===== src/rtl/ptp_clk_pkg.sv =====
package ptp_clk_pkg;
  typedef enum logic [2:0] {
    A_CTRL     = 3'd0,
    A_INC_NS   = 3'd1,
    A_INC_FRAC = 3'd2,
    A_INIT_HI  = 3'd3,
    A_INIT_LO  = 3'd4,
    A_CMD      = 3'd5,
    A_CNT_HI   = 3'd6,
    A_CNT_LO   = 3'd7
  } reg_addr_e;

  localparam int CTRL_EN_BIT   = 0;
  localparam int CTRL_TSO_BIT  = 1;
  localparam int CTRL_TICK_LSB = 4;
  localparam int CTRL_MAC_LSB  = 8;
  localparam int CMD_SET_BIT   = 0;
  localparam int CMD_LOAD_BIT  = 1;
endpackage


===== src/rtl/ptp_clk_regs.sv =====
module ptp_clk_regs
  import ptp_clk_pkg::*;
#(
  parameter int DATA_W   = 32,
  parameter int INT_W    = 16,
  parameter int FRAC_W   = 32,
  parameter int IVAL_W   = 4,
  parameter int HOLD_CYC = 4,
  parameter logic [INT_W-1:0]  RST_INC_NS    = '0,
  parameter logic [FRAC_W-1:0] RST_INC_FRAC  = '0,
  parameter logic [IVAL_W-1:0] RST_TICK_IVAL = 1,
  parameter logic [IVAL_W-1:0] RST_MAC_IVAL  = 3
) (
  input  logic                clk,
  input  logic                rst_n,
  input  logic                wr_valid,
  output logic                wr_ready,
  input  logic [2:0]          wr_addr,
  input  logic [DATA_W-1:0]   wr_data,
  input  logic                rd_req_valid,
  input  logic [2:0]          rd_addr,
  output logic                rd_rsp_valid,
  output logic [DATA_W-1:0]   rd_data,
  input  logic [2*DATA_W-1:0] count,
  output logic                ctrl_en,
  output logic                ctrl_tso,
  output logic [IVAL_W-1:0]   tick_ival,
  output logic [IVAL_W-1:0]   mac_ival,
  output logic [INT_W-1:0]    act_inc_ns,
  output logic [FRAC_W-1:0]   act_inc_frac,
  output logic                set_pulse,
  output logic                load_pulse,
  output logic [2*DATA_W-1:0] init_val
);
  localparam int HOLD_W = $clog2(HOLD_CYC + 1);

  logic [INT_W-1:0]  stg_ns;
  logic [FRAC_W-1:0] stg_frac;
  logic [DATA_W-1:0] init_hi, init_lo;
  logic [HOLD_W-1:0] hold_cnt;
  logic              wr_fire;
  logic              cmd_hit;
  logic [DATA_W-1:0] rd_mux;

  assign wr_ready   = (hold_cnt == '0);
  assign wr_fire    = wr_valid && wr_ready;
  assign cmd_hit    = wr_fire && (reg_addr_e'(wr_addr) == A_CMD);
  assign set_pulse  = cmd_hit && wr_data[CMD_SET_BIT];
  assign load_pulse = cmd_hit && wr_data[CMD_LOAD_BIT];
  assign init_val   = {init_hi, init_lo};

  // staging registers and control word
  always_ff @(posedge clk) begin
    if (!rst_n) begin
      ctrl_en   <= 1'b0;
      ctrl_tso  <= 1'b0;
      tick_ival <= RST_TICK_IVAL;
      mac_ival  <= RST_MAC_IVAL;
      stg_ns    <= RST_INC_NS;
      stg_frac  <= RST_INC_FRAC;
      init_hi   <= '0;
      init_lo   <= '0;
    end else if (wr_fire) begin
      case (reg_addr_e'(wr_addr))
        A_CTRL: begin
          ctrl_en   <= wr_data[CTRL_EN_BIT];
          ctrl_tso  <= wr_data[CTRL_TSO_BIT];
          tick_ival <= wr_data[CTRL_TICK_LSB +: IVAL_W];
          mac_ival  <= wr_data[CTRL_MAC_LSB +: IVAL_W];
        end
        A_INC_NS:   stg_ns   <= wr_data[INT_W-1:0];
        A_INC_FRAC: stg_frac <= wr_data[FRAC_W-1:0];
        A_INIT_HI:  init_hi  <= wr_data;
        A_INIT_LO:  init_lo  <= wr_data;
        default: ;
      endcase
    end
  end

  // active step, changed only by the commit command
  always_ff @(posedge clk) begin
    if (!rst_n) begin
      act_inc_ns   <= RST_INC_NS;
      act_inc_frac <= RST_INC_FRAC;
    end else if (set_pulse) begin
      act_inc_ns   <= stg_ns;
      act_inc_frac <= stg_frac;
    end
  end

  // post-commit write hold-off
  always_ff @(posedge clk) begin
    if (!rst_n)              hold_cnt <= '0;
    else if (set_pulse)      hold_cnt <= HOLD_W'(HOLD_CYC);
    else if (hold_cnt != '0) hold_cnt <= hold_cnt - 1'b1;
  end

  always_comb begin
    rd_mux = '0;
    case (reg_addr_e'(rd_addr))
      A_CTRL: begin
        rd_mux[CTRL_EN_BIT]                = ctrl_en;
        rd_mux[CTRL_TSO_BIT]               = ctrl_tso;
        rd_mux[CTRL_TICK_LSB +: IVAL_W]    = tick_ival;
        rd_mux[CTRL_MAC_LSB +: IVAL_W]     = mac_ival;
      end
      A_INC_NS:   rd_mux[INT_W-1:0]  = stg_ns;
      A_INC_FRAC: rd_mux[FRAC_W-1:0] = stg_frac;
      A_INIT_HI:  rd_mux = init_hi;
      A_INIT_LO:  rd_mux = init_lo;
      A_CNT_HI:   rd_mux = count[2*DATA_W-1:DATA_W];
      A_CNT_LO:   rd_mux = count[DATA_W-1:0];
      default:    rd_mux = '0;
    endcase
  end

  always_ff @(posedge clk) begin
    if (!rst_n) begin
      rd_rsp_valid <= 1'b0;
      rd_data      <= '0;
    end else begin
      rd_rsp_valid <= rd_req_valid;
      if (rd_req_valid) rd_data <= rd_mux;
    end
  end
endmodule


===== src/rtl/ptp_clk_ticker.sv =====
module ptp_clk_ticker #(
  parameter int IVAL_W = 4
) (
  input  logic              clk,
  input  logic              rst_n,
  input  logic              enable,
  input  logic              tso_en,
  input  logic [IVAL_W-1:0] tick_ival,
  input  logic [IVAL_W-1:0] mac_ival,
  input  logic              load,
  output logic              tick,
  output logic              mac_strobe
);
  logic [IVAL_W-1:0] pre_cnt;
  logic [IVAL_W-1:0] ival_eff;
  logic [IVAL_W-1:0] mac_cnt;
  logic              mac_wrap;

  assign ival_eff = (tick_ival == '0) ? IVAL_W'(1) : tick_ival;
  assign tick     = enable && (pre_cnt == ival_eff - 1'b1);
  assign mac_wrap = (mac_cnt == mac_ival);

  always_ff @(posedge clk) begin
    if (!rst_n)                pre_cnt <= '0;
    else if (!enable || tick)  pre_cnt <= '0;
    else                       pre_cnt <= pre_cnt + 1'b1;
  end

  always_ff @(posedge clk) begin
    if (!rst_n) begin
      mac_cnt    <= '0;
      mac_strobe <= 1'b0;
    end else begin
      mac_strobe <= tick && mac_wrap && tso_en;
      if (load)      mac_cnt <= '0;
      else if (tick) mac_cnt <= mac_wrap ? '0 : mac_cnt + 1'b1;
    end
  end
endmodule


===== src/rtl/ptp_clk_accum.sv =====
module ptp_clk_accum #(
  parameter int CNT_W  = 64,
  parameter int INT_W  = 16,
  parameter int FRAC_W = 32
) (
  input  logic              clk,
  input  logic              rst_n,
  input  logic              tick,
  input  logic              load,
  input  logic [CNT_W-1:0]  init_val,
  input  logic [INT_W-1:0]  inc_ns,
  input  logic [FRAC_W-1:0] inc_frac,
  output logic [CNT_W-1:0]  count
);
  logic [FRAC_W-1:0] frac_q;
  logic [FRAC_W:0]   frac_sum;

  assign frac_sum = {1'b0, frac_q} + {1'b0, inc_frac};

  always_ff @(posedge clk) begin
    if (!rst_n) begin
      count  <= '0;
      frac_q <= '0;
    end else if (load) begin
      count  <= init_val;
      frac_q <= '0;
    end else if (tick) begin
      frac_q <= frac_sum[FRAC_W-1:0];
      count  <= count + CNT_W'(inc_ns) + CNT_W'(frac_sum[FRAC_W]);
    end
  end
endmodule


===== src/rtl/ptp_hw_clock.sv =====
module ptp_hw_clock
  import ptp_clk_pkg::*;
#(
  parameter int          DATA_W   = 32,
  parameter int          INT_W    = 16,
  parameter int          FRAC_W   = 32,
  parameter int          IVAL_W   = 4,
  parameter int          HOLD_CYC = 4,
  parameter longint      TICK_HZ  = 600_000_000
) (
  input  logic                clk,
  input  logic                rst_n,
  input  logic                wr_valid,
  output logic                wr_ready,
  input  logic [2:0]          wr_addr,
  input  logic [DATA_W-1:0]   wr_data,
  input  logic                rd_req_valid,
  output logic                rd_req_ready,
  input  logic [2:0]          rd_addr,
  output logic                rd_rsp_valid,
  output logic [DATA_W-1:0]   rd_data,
  output logic [2*DATA_W-1:0] time_ns,
  output logic                tick_pulse,
  output logic                mac_strobe
);
  localparam int          CNT_W   = 2 * DATA_W;
  localparam logic [95:0] NOM_Q   = (96'd1_000_000_000 << FRAC_W) / 96'(TICK_HZ);
  localparam logic [INT_W-1:0]  NOM_NS   = NOM_Q[FRAC_W +: INT_W];
  localparam logic [FRAC_W-1:0] NOM_FRAC = NOM_Q[FRAC_W-1:0];

  logic              ctrl_en, ctrl_tso;
  logic [IVAL_W-1:0] tick_ival, mac_ival;
  logic [INT_W-1:0]  act_inc_ns;
  logic [FRAC_W-1:0] act_inc_frac;
  logic              set_pulse, load_pulse, tick;
  logic [CNT_W-1:0]  init_val;

  assign rd_req_ready = 1'b1;
  assign tick_pulse   = tick;

  ptp_clk_regs #(
    .DATA_W(DATA_W), .INT_W(INT_W), .FRAC_W(FRAC_W), .IVAL_W(IVAL_W),
    .HOLD_CYC(HOLD_CYC), .RST_INC_NS(NOM_NS), .RST_INC_FRAC(NOM_FRAC),
    .RST_TICK_IVAL(IVAL_W'(1)), .RST_MAC_IVAL(IVAL_W'(3))
  ) u_regs (
    .clk(clk), .rst_n(rst_n),
    .wr_valid(wr_valid), .wr_ready(wr_ready), .wr_addr(wr_addr), .wr_data(wr_data),
    .rd_req_valid(rd_req_valid), .rd_addr(rd_addr),
    .rd_rsp_valid(rd_rsp_valid), .rd_data(rd_data),
    .count(time_ns),
    .ctrl_en(ctrl_en), .ctrl_tso(ctrl_tso), .tick_ival(tick_ival), .mac_ival(mac_ival),
    .act_inc_ns(act_inc_ns), .act_inc_frac(act_inc_frac),
    .set_pulse(set_pulse), .load_pulse(load_pulse), .init_val(init_val)
  );

  ptp_clk_ticker #(.IVAL_W(IVAL_W)) u_ticker (
    .clk(clk), .rst_n(rst_n), .enable(ctrl_en), .tso_en(ctrl_tso),
    .tick_ival(tick_ival), .mac_ival(mac_ival), .load(load_pulse),
    .tick(tick), .mac_strobe(mac_strobe)
  );

  ptp_clk_accum #(.CNT_W(CNT_W), .INT_W(INT_W), .FRAC_W(FRAC_W)) u_accum (
    .clk(clk), .rst_n(rst_n), .tick(tick), .load(load_pulse),
    .init_val(init_val), .inc_ns(act_inc_ns), .inc_frac(act_inc_frac),
    .count(time_ns)
  );
endmodule


===== config.mk =====
export PLATFORM = sky130hd
export DESIGN_NAME = ptp_hw_clock
export DESIGN_NICKNAME = d
export VERILOG_FILES = /design/src/rtl/ptp_clk_pkg.sv /design/src/rtl/ptp_clk_regs.sv /design/src/rtl/ptp_clk_ticker.sv /design/src/rtl/ptp_clk_accum.sv /design/src/rtl/ptp_hw_clock.sv
export SDC_FILE = /design/constraint.sdc
export NUM_CORES = 1
export LEC_CHECK = 0
export BUFFER_PORTS_ARGS = -buffer_cell sky130_fd_sc_hd__buf_2
export CORE_MARGIN = 10
export CORE_UTILIZATION = 52
export CTS_CLUSTER_DIAMETER = 200
export DETAILED_ROUTE_END_ITERATION = 16
export GPL_TIMING_DRIVEN = 0
export PLACE_DENSITY = 0.83
export REMOVE_ABC_BUFFERS = 1
export SLEW_MARGIN = 25
export SYNTH_ARGS = -nofsm -noshare
export SYNTH_HDL_FRONTEND = slang
export SYNTH_HIERARCHICAL = 1
export SYNTH_SLANG_ARGS = --single-unit

===== constraint.sdc =====
create_clock -name clk -period 4.6 [get_ports clk]
set_input_delay 0.92 -clock clk [delete_from_list [all_inputs] [get_ports clk]]
set_output_delay 0.92 -clock clk [all_outputs]
set_load 0.05 [all_outputs]

# Word-level counts from Yosys, hierarchy flattened
# Index checks and enable logic that the tools add are counted.
op_classes:
  multipliers: 0
  shifts: 0
  reduce_logical: 24
  eq_ne: 13
  bitwise_logic: 1
  n_div: 0
  mux: 11
  n_lt_le_gt_ge: 0
  n_addsub: 7
op_table:
  columns: ["operator", "n"]
  rows:
  - ["$mux W64", 2]
  - ["$pmux W16 S5", 1]
  - ["$add A64 B1 Y64", 1]
  - ["$add A64 B16 Y64", 1]
  - ["$pmux W8 S7", 1]
  - ["$add A32 B32 Y33", 1]
  - ["$pmux W4 S6", 1]
  - ["$eq A3 B3 Y1 const B", 5]
  - ["$pmux W2 S7", 1]
  - ["$eq A3 B2 Y1 const B", 4]
  - ["$pmux W2 S6", 1]
  - ["$reduce_and A2 Y1", 5]
  - ["$logic_not A3 Y1", 3]
  - ["$add A4 B1 Y4 const B", 2]
  - ["$eq A4 B4 Y1", 2]
  - ["$mux W4", 2]
  - ["$logic_and A1 B1 Y1", 7]
  - ["$eq A3 B1 Y1 const B", 2]
  - ["$mux W3", 2]
  - ["$reduce_or A2 Y1", 3]
  - ["$logic_not A4 Y1", 1]
  - ["$reduce_bool A2 Y1", 2]
  - ["$sub A4 B1 Y4 const B", 1]
  - ["$reduce_bool A3 Y1", 1]
  - ["other kinds (4)", 4]
totals:
  memories: 0
  ram_bits: 0
  ff_bits: 311
  romBits: 0
  input_bits: 42
  latch_bits: 0
  output_inout_bits: 101

# Depth between registers and ports, before layout
logic_depth:
  ltp_word: 7
  ltp_mapped: 21

# Modules after synthesis
# The synthesis kept the hierarchy.
by_module_without_submodules:
  columns: ["module", "area_each_um2", "cells_each", "n_inst", "seq_area_each_um2"]
  rows:
  - ["ptp_clk_regs", 8784.7, 1060, 1, 4124.0]
  - ["ptp_clk_accum", 6776.5, 856, 1, 1921.8]
  - ["ptp_clk_ticker", 531.8, 63, 1, 180.2]
  - ["ptp_hw_clock", 11.3, 2, 1, 0.0]

# Worst setup path before layout
# OpenSTA, ideal clock, no wires.
synth_timing:
  kind: "register to register"
  startpoint: "register u_regs.act_inc_frac[17]"
  endpoint: "register u_accum.count[42]"
  path_slack_ns: 0.186
  arrival_ns: 4.324
  setup_ns: 0.091
  synth_period_minus_slack_ns: 4.414
  t_required_ns: 4.509
  path_stages_with_launch: 20
  cell_sequence: "dfxtp_1 > ha_1 > clkbuf_1 > nand4_1 > nor3_1 > nand3_1 > nand2_1 > o221a_2 > o41a_1 > a21o_1 > a21oi_1 > fa_1 > fa_1 > nor2b_1 > o21ai_1 > a2111oi_2 > a211oi_1 > a2111o_1 > or3_1 > a311oi_1"
synth_between:
  elab_chain_len: 4
synth_lines:
  columns: ["element", "line", "text"]
  rows:
  - ["from (decl)", "ptp_clk_regs.sv:30", "output logic [FRAC_W-1:0] act_inc_frac,"]
  - ["from (signal assigned)", "ptp_clk_regs.sv:87", "act_inc_frac <= stg_frac;"]
  - ["$add A32 B32 Y33", "ptp_clk_accum.sv:18", "assign frac_sum = {1'b0, frac_q} + {1'b0, inc_frac};"]
  - ["$add A64 B1 Y64", "ptp_clk_accum.sv:29", "count <= count + CNT_W'(inc_ns) + CNT_W'(frac_sum[FRAC_W]);"]
  - ["$mux W64", "ptp_clk_accum.sv:27", "end else if (tick) begin"]
  - ["$mux W64", "ptp_clk_accum.sv:24", "end else if (load) begin"]
  - ["to (signal assigned)", "ptp_clk_accum.sv:25", "count <= init_val;"]
  - ["to (signal assigned)", "ptp_clk_accum.sv:29", null]
  - ["to (decl)", "ptp_clk_accum.sv:13", "output logic [CNT_W-1:0] count"]
# Every way passes these cells. The select of a mux whose other input is x is not followed.
# A chain may end at the register's enable or synchronous reset.

# Worst setup path in the final report
layout_timing:
  startpoint: "register u_regs.act_inc_frac[13]"
  endpoint: "register u_accum.count[56]"
# The elaborated chain is that of the path after synthesis.

==> impl_metrics.env <==
export IMPL_run_status="finished, violations left"
export IMPL_violations="setup timing"
export IMPL_finalMaxSlewViolations=0
export IMPL_num_vias=16500
export IMPL_cts_buffer_depth=3
export IMPL_viasPerCell=6.61
export IMPL_synthesis_area_um2=16100
export IMPL_yosys_mux_area_fraction=0.0474
export IMPL_crit_start="u_regs/act_inc_frac[13]$_SDFFE_PN1P_"
export IMPL_path_delay_family="compound AO/OA/AOI/OAI gates"
export IMPL_fmax_ghz=0.205
export IMPL_critPathMaxStageDelay_ps=380
export IMPL_path_cells="ha_4 -> buf_4 -> a21oi_4 -> o21ai_2 -> a311oi_2 -> nand3b_1 -> o221a_4 -> o41a_1 -> a21o_1 -> a21oi_4 -> fa_2 -> fa_2 -> nor2b_4 -> o21ai_4 -> a2111oi_4 -> a211oi_2 -> buf_4 -> buf_6 -> a211oi_4 -> buf_6 -> nand3_1 -> xor2_1 -> a21oi_1"
export IMPL_fp_dieH_um=196
export IMPL_dp_slack_ps=-904
export IMPL_gp_congestion=0.968
export IMPL_start_util=0.526
export IMPL_min_period_ps=4890
export IMPL_combPwrFrac=0.132
export IMPL_drt_iter0_drc=2681
export IMPL_rr_worst_depth=23
export IMPL_slew_limit_headroom=0.256
export IMPL_critPathCapture="u_accum/count[56]$_SDFFE_PN0P_"
export IMPL_nets=2183
export IMPL_tns_ps=-4570
export IMPL_wl_per_cell_um=22.8
export IMPL_reg2reg_to="u_accum/count[56]$_SDFFE_PN0P_"
export IMPL_antenna_found_initial=3
export IMPL_p_clk_frac=0.408
export IMPL_yosys_warnings=6
export IMPL_grt_usage=0.274
export IMPL_cts_max_level=1
export IMPL_rsz0062_at_grt="true"
export IMPL_drive_above_1_share=0.185
export IMPL_die_x_um=196
export IMPL_dpl_hpwl_mm=36.6
export IMPL_drt_total_wl_mm=57.1
export IMPL_grt_pass1_vias=15800
export IMPL_syn_avg_cell_area_um2=8.13
export IMPL_grt_ovfl_total=0
export IMPL_ys_ff_latch=311
export IMPL_r2r_start="u_regs/act_inc_frac[13]$_SDFFE_PN1P_"
export IMPL_async_flop_share=0
export IMPL_cp_depth=23
export IMPL_crit_slowest_cell="a211oi_2"
export IMPL_synth_compound_area_frac=0.215
export IMPL_hold_depth=2
export IMPL_fin_worst_skew_ps=10.1
export IMPL_layout_commonest_cell="nand2_1"
export IMPL_synthFlopType="dfxtp_1"
export IMPL_drv_cap=0
export IMPL_hold_buffers=0
export IMPL_drcViolationCount=0
export IMPL_hold_class="register to register"
export IMPL_worst_slack_ps=-288
export IMPL_yosysSeqAreaShare=0.387
export IMPL_synth_simple_area_share=0.206
export IMPL_cp_arrival_ps=5320
export IMPL_ys_types=85
export IMPL_clkSinkCount=311
export IMPL_cts_tree="done"
export IMPL_root_buffer="clkbuf_16"
export IMPL_pin_count=143
export IMPL_critical_path_class="register to register"
export IMPL_synthAdderAreaFrac=0.0449
export IMPL_p_sw_frac=0.279
export IMPL_rows=64
export IMPL_coreArea_um2=30600
export IMPL_p_sw_mw=1.74
export IMPL_fillers=2371
export IMPL_end_kind="register"
export IMPL_synthCells=1981
export IMPL_cp_max_fo=5
export IMPL_worst_setup_path_start_kind="register"
export IMPL_finalCritPeriodShare=1.06
export IMPL_port_buffers=141
export IMPL_p_leak_nw=7.45
export IMPL_p_int_mw=4.51
export IMPL_final_cell_mix="418 x nand2_1, 301 x dfxtp_1, 231 x a21oi_1"
export IMPL_ff2ff_setup_slack_ps=-290
export IMPL_synthXorXnorAreaFrac=0.0473
export IMPL_clkTransAtPathRegs_ps=60
export IMPL_insertion_delay_ps=570
export IMPL_pwr_share_seq=0.460
export IMPL_fin_total_pwr_mw=6.25
export IMPL_grt_max_degree=112
export IMPL_worstMarginPinSlew_ps=1110
export IMPL_postRouteAntennaNets=0
export IMPL_worst_path_buf_inv=4
export IMPL_grt_pass1_wl_mm=86.8
export IMPL_dr_pass1_iters=6
export IMPL_critPathRequiredTime_ps=5040
export IMPL_cts_buffers=31
export IMPL_synth_edf_count=0
export IMPL_final_hold_viol_count=0
export IMPL_setup_viol=24
export IMPL_power_density_nw_per_um2=328
export IMPL_ir_drop_mv=0.320
export IMPL_synth_top_family_by_area="compound AO/OA/AOI/OAI gates"
export IMPL_min_from="u_regs/rd_data[8]$_SDFFE_PN0P_"
export IMPL_die_area_um2=38400
export IMPL_area_delta_synth_final_pct=18.1
## power groups by stage
stage          Sequential, mW  Combinational, mW  Clock [mW]
2_1_floorplan            2.99              0.397           0
3_3_place_gp             2.92              0.709           0
3_5_place_dp             2.93              0.760           0
4_1_cts                  2.87              0.787        2.54
5_1_grt                  2.88              0.868        2.65
6_report                 2.88              0.822        2.55
## how the worst min path moves through the flow
stage                                       to
2_1_floorplan   u_ticker/mac_strobe$_SDFF_PN0_
3_3_place_gp   u_regs/rd_data[11]$_SDFFE_PN0P_
3_5_place_dp    u_regs/rd_data[6]$_SDFFE_PN0P_
4_1_cts         u_regs/rd_data[6]$_SDFFE_PN0P_
5_1_grt        u_regs/rd_data[10]$_SDFFE_PN0P_
6_report        u_regs/rd_data[8]$_SDFFE_PN0P_
## worst register-to-register path, stage by stage, from the launching register on
cell and delay (ps):
dfxtp_4 360, ha_4 240, buf_4 140, a21oi_4 160
o21ai_2 90, a311oi_2 370, nand3b_1 150, o221a_4 250
o41a_1 330, a21o_1 210, a21oi_4 230, fa_2 260
fa_2 250, nor2b_4 70, o21ai_4 210, a2111oi_4 110
a211oi_2 380, buf_4 230, buf_6 140, a211oi_4 70
buf_6 190, nand3_1 90, xor2_1 150, a21oi_1 80
## repair_timing
item / in CTS / in global routing
buffers inserted: 30 / 16
pin swaps: 50 / 50
gates resized for setup: 92 / 28
endpoints found under the setup margin: 59 / 48
## state kept, by name (all words and copies together), names as in the netlist, 16 cells and up
name and flops:
u_accum/count 64, u_regs/rd_data 32, u_regs/init_lo 32, u_regs/stg_frac 32, u_regs/act_inc_frac 32, u_regs/stg_ns 16
u_regs/act_inc_ns 16, u_regs/init_hi 32, u_accum/frac_q 32
## cell families after synthesis
kind of cell	after synthesis
adders and majority gates	56
muxes	66
other	1
DFF	311
AOI/OAI and AO/OA	546
xor gates and xnor gates	87
and+or+nand+nor	744
buffers and inverters	170
## area by class of cell
class	instances	area (um^2)	area share
clock buffer	50	957	0.0503
timing repair buffer	203	1440	0.0759
inverter	38	153	0.00802
multi-input combinational	1500	9670	0.508
tap	396	495	0.0260
sequential	311	6240	0.328
clock inverter	6	60.1	0.00316
antenna	1	2.50	0.000132
## cells in the mapped netlist (all sizes together) (6+ instances only)
cell / number / area share
nand2: 420 / 0.098
dfxtp: 311 / 0.39
a21oi: 239 / 0.074
nor2: 87 / 0.020
nand3: 86 / 0.027
o21ai: 83 / 0.026
clkbuf: 67 / 0.016
buf: 65 / 0.028
ha: 53 / 0.041
xnor2: 53 / 0.029
inv: 38 / 0.0089
mux2i: 38 / 0.024
a22oi: 35 / 0.016
xor2: 34 / 0.018
nor3: 32 / 0.010
a211oi: 30 / 0.014
nand4: 24 / 0.0097
mux2: 22 / 0.015
a22o: 19 / 0.010
a32oi: 17 / 0.0092
and3: 17 / 0.0066
a21o: 16 / 0.0075
and2: 14 / 0.0054
a221oi: 12 / 0.0065
nor2b: 12 / 0.0047
nand2b: 11 / 0.0043
o211ai: 11 / 0.0051
o211a: 10 / 0.0062
a31oi: 9 / 0.0035
nor4: 8 / 0.0043
o21a: 7 / 0.0033
o2bb2ai: 7 / 0.0038
or3: 7 / 0.0027
and4: 6 / 0.0034
mux4: 6 / 0.0084
## through the flow
step                utilization  hold WS [ps]  cells  area, um^2
detailed placement        0.556           425   2404       17000
floorplan                     -           428   1849       15400
CTS                       0.613           434   2490       18800
finish                    0.622           433   2505       19000
global placement          0.543           418   2386       16600
global route              0.622           449   2504       19000
## per-layer routing
metal	up-vias	share of wire	global-route usage
li1	7263	-	-
met1	7719	0.37	0.340
met2	1240	0.44	0.431
met3	320	0.13	0.0616
met4	4	0.062	0.157
met5	-	0.00060	0
Note: power is estimated with default switching activity, not from simulation.
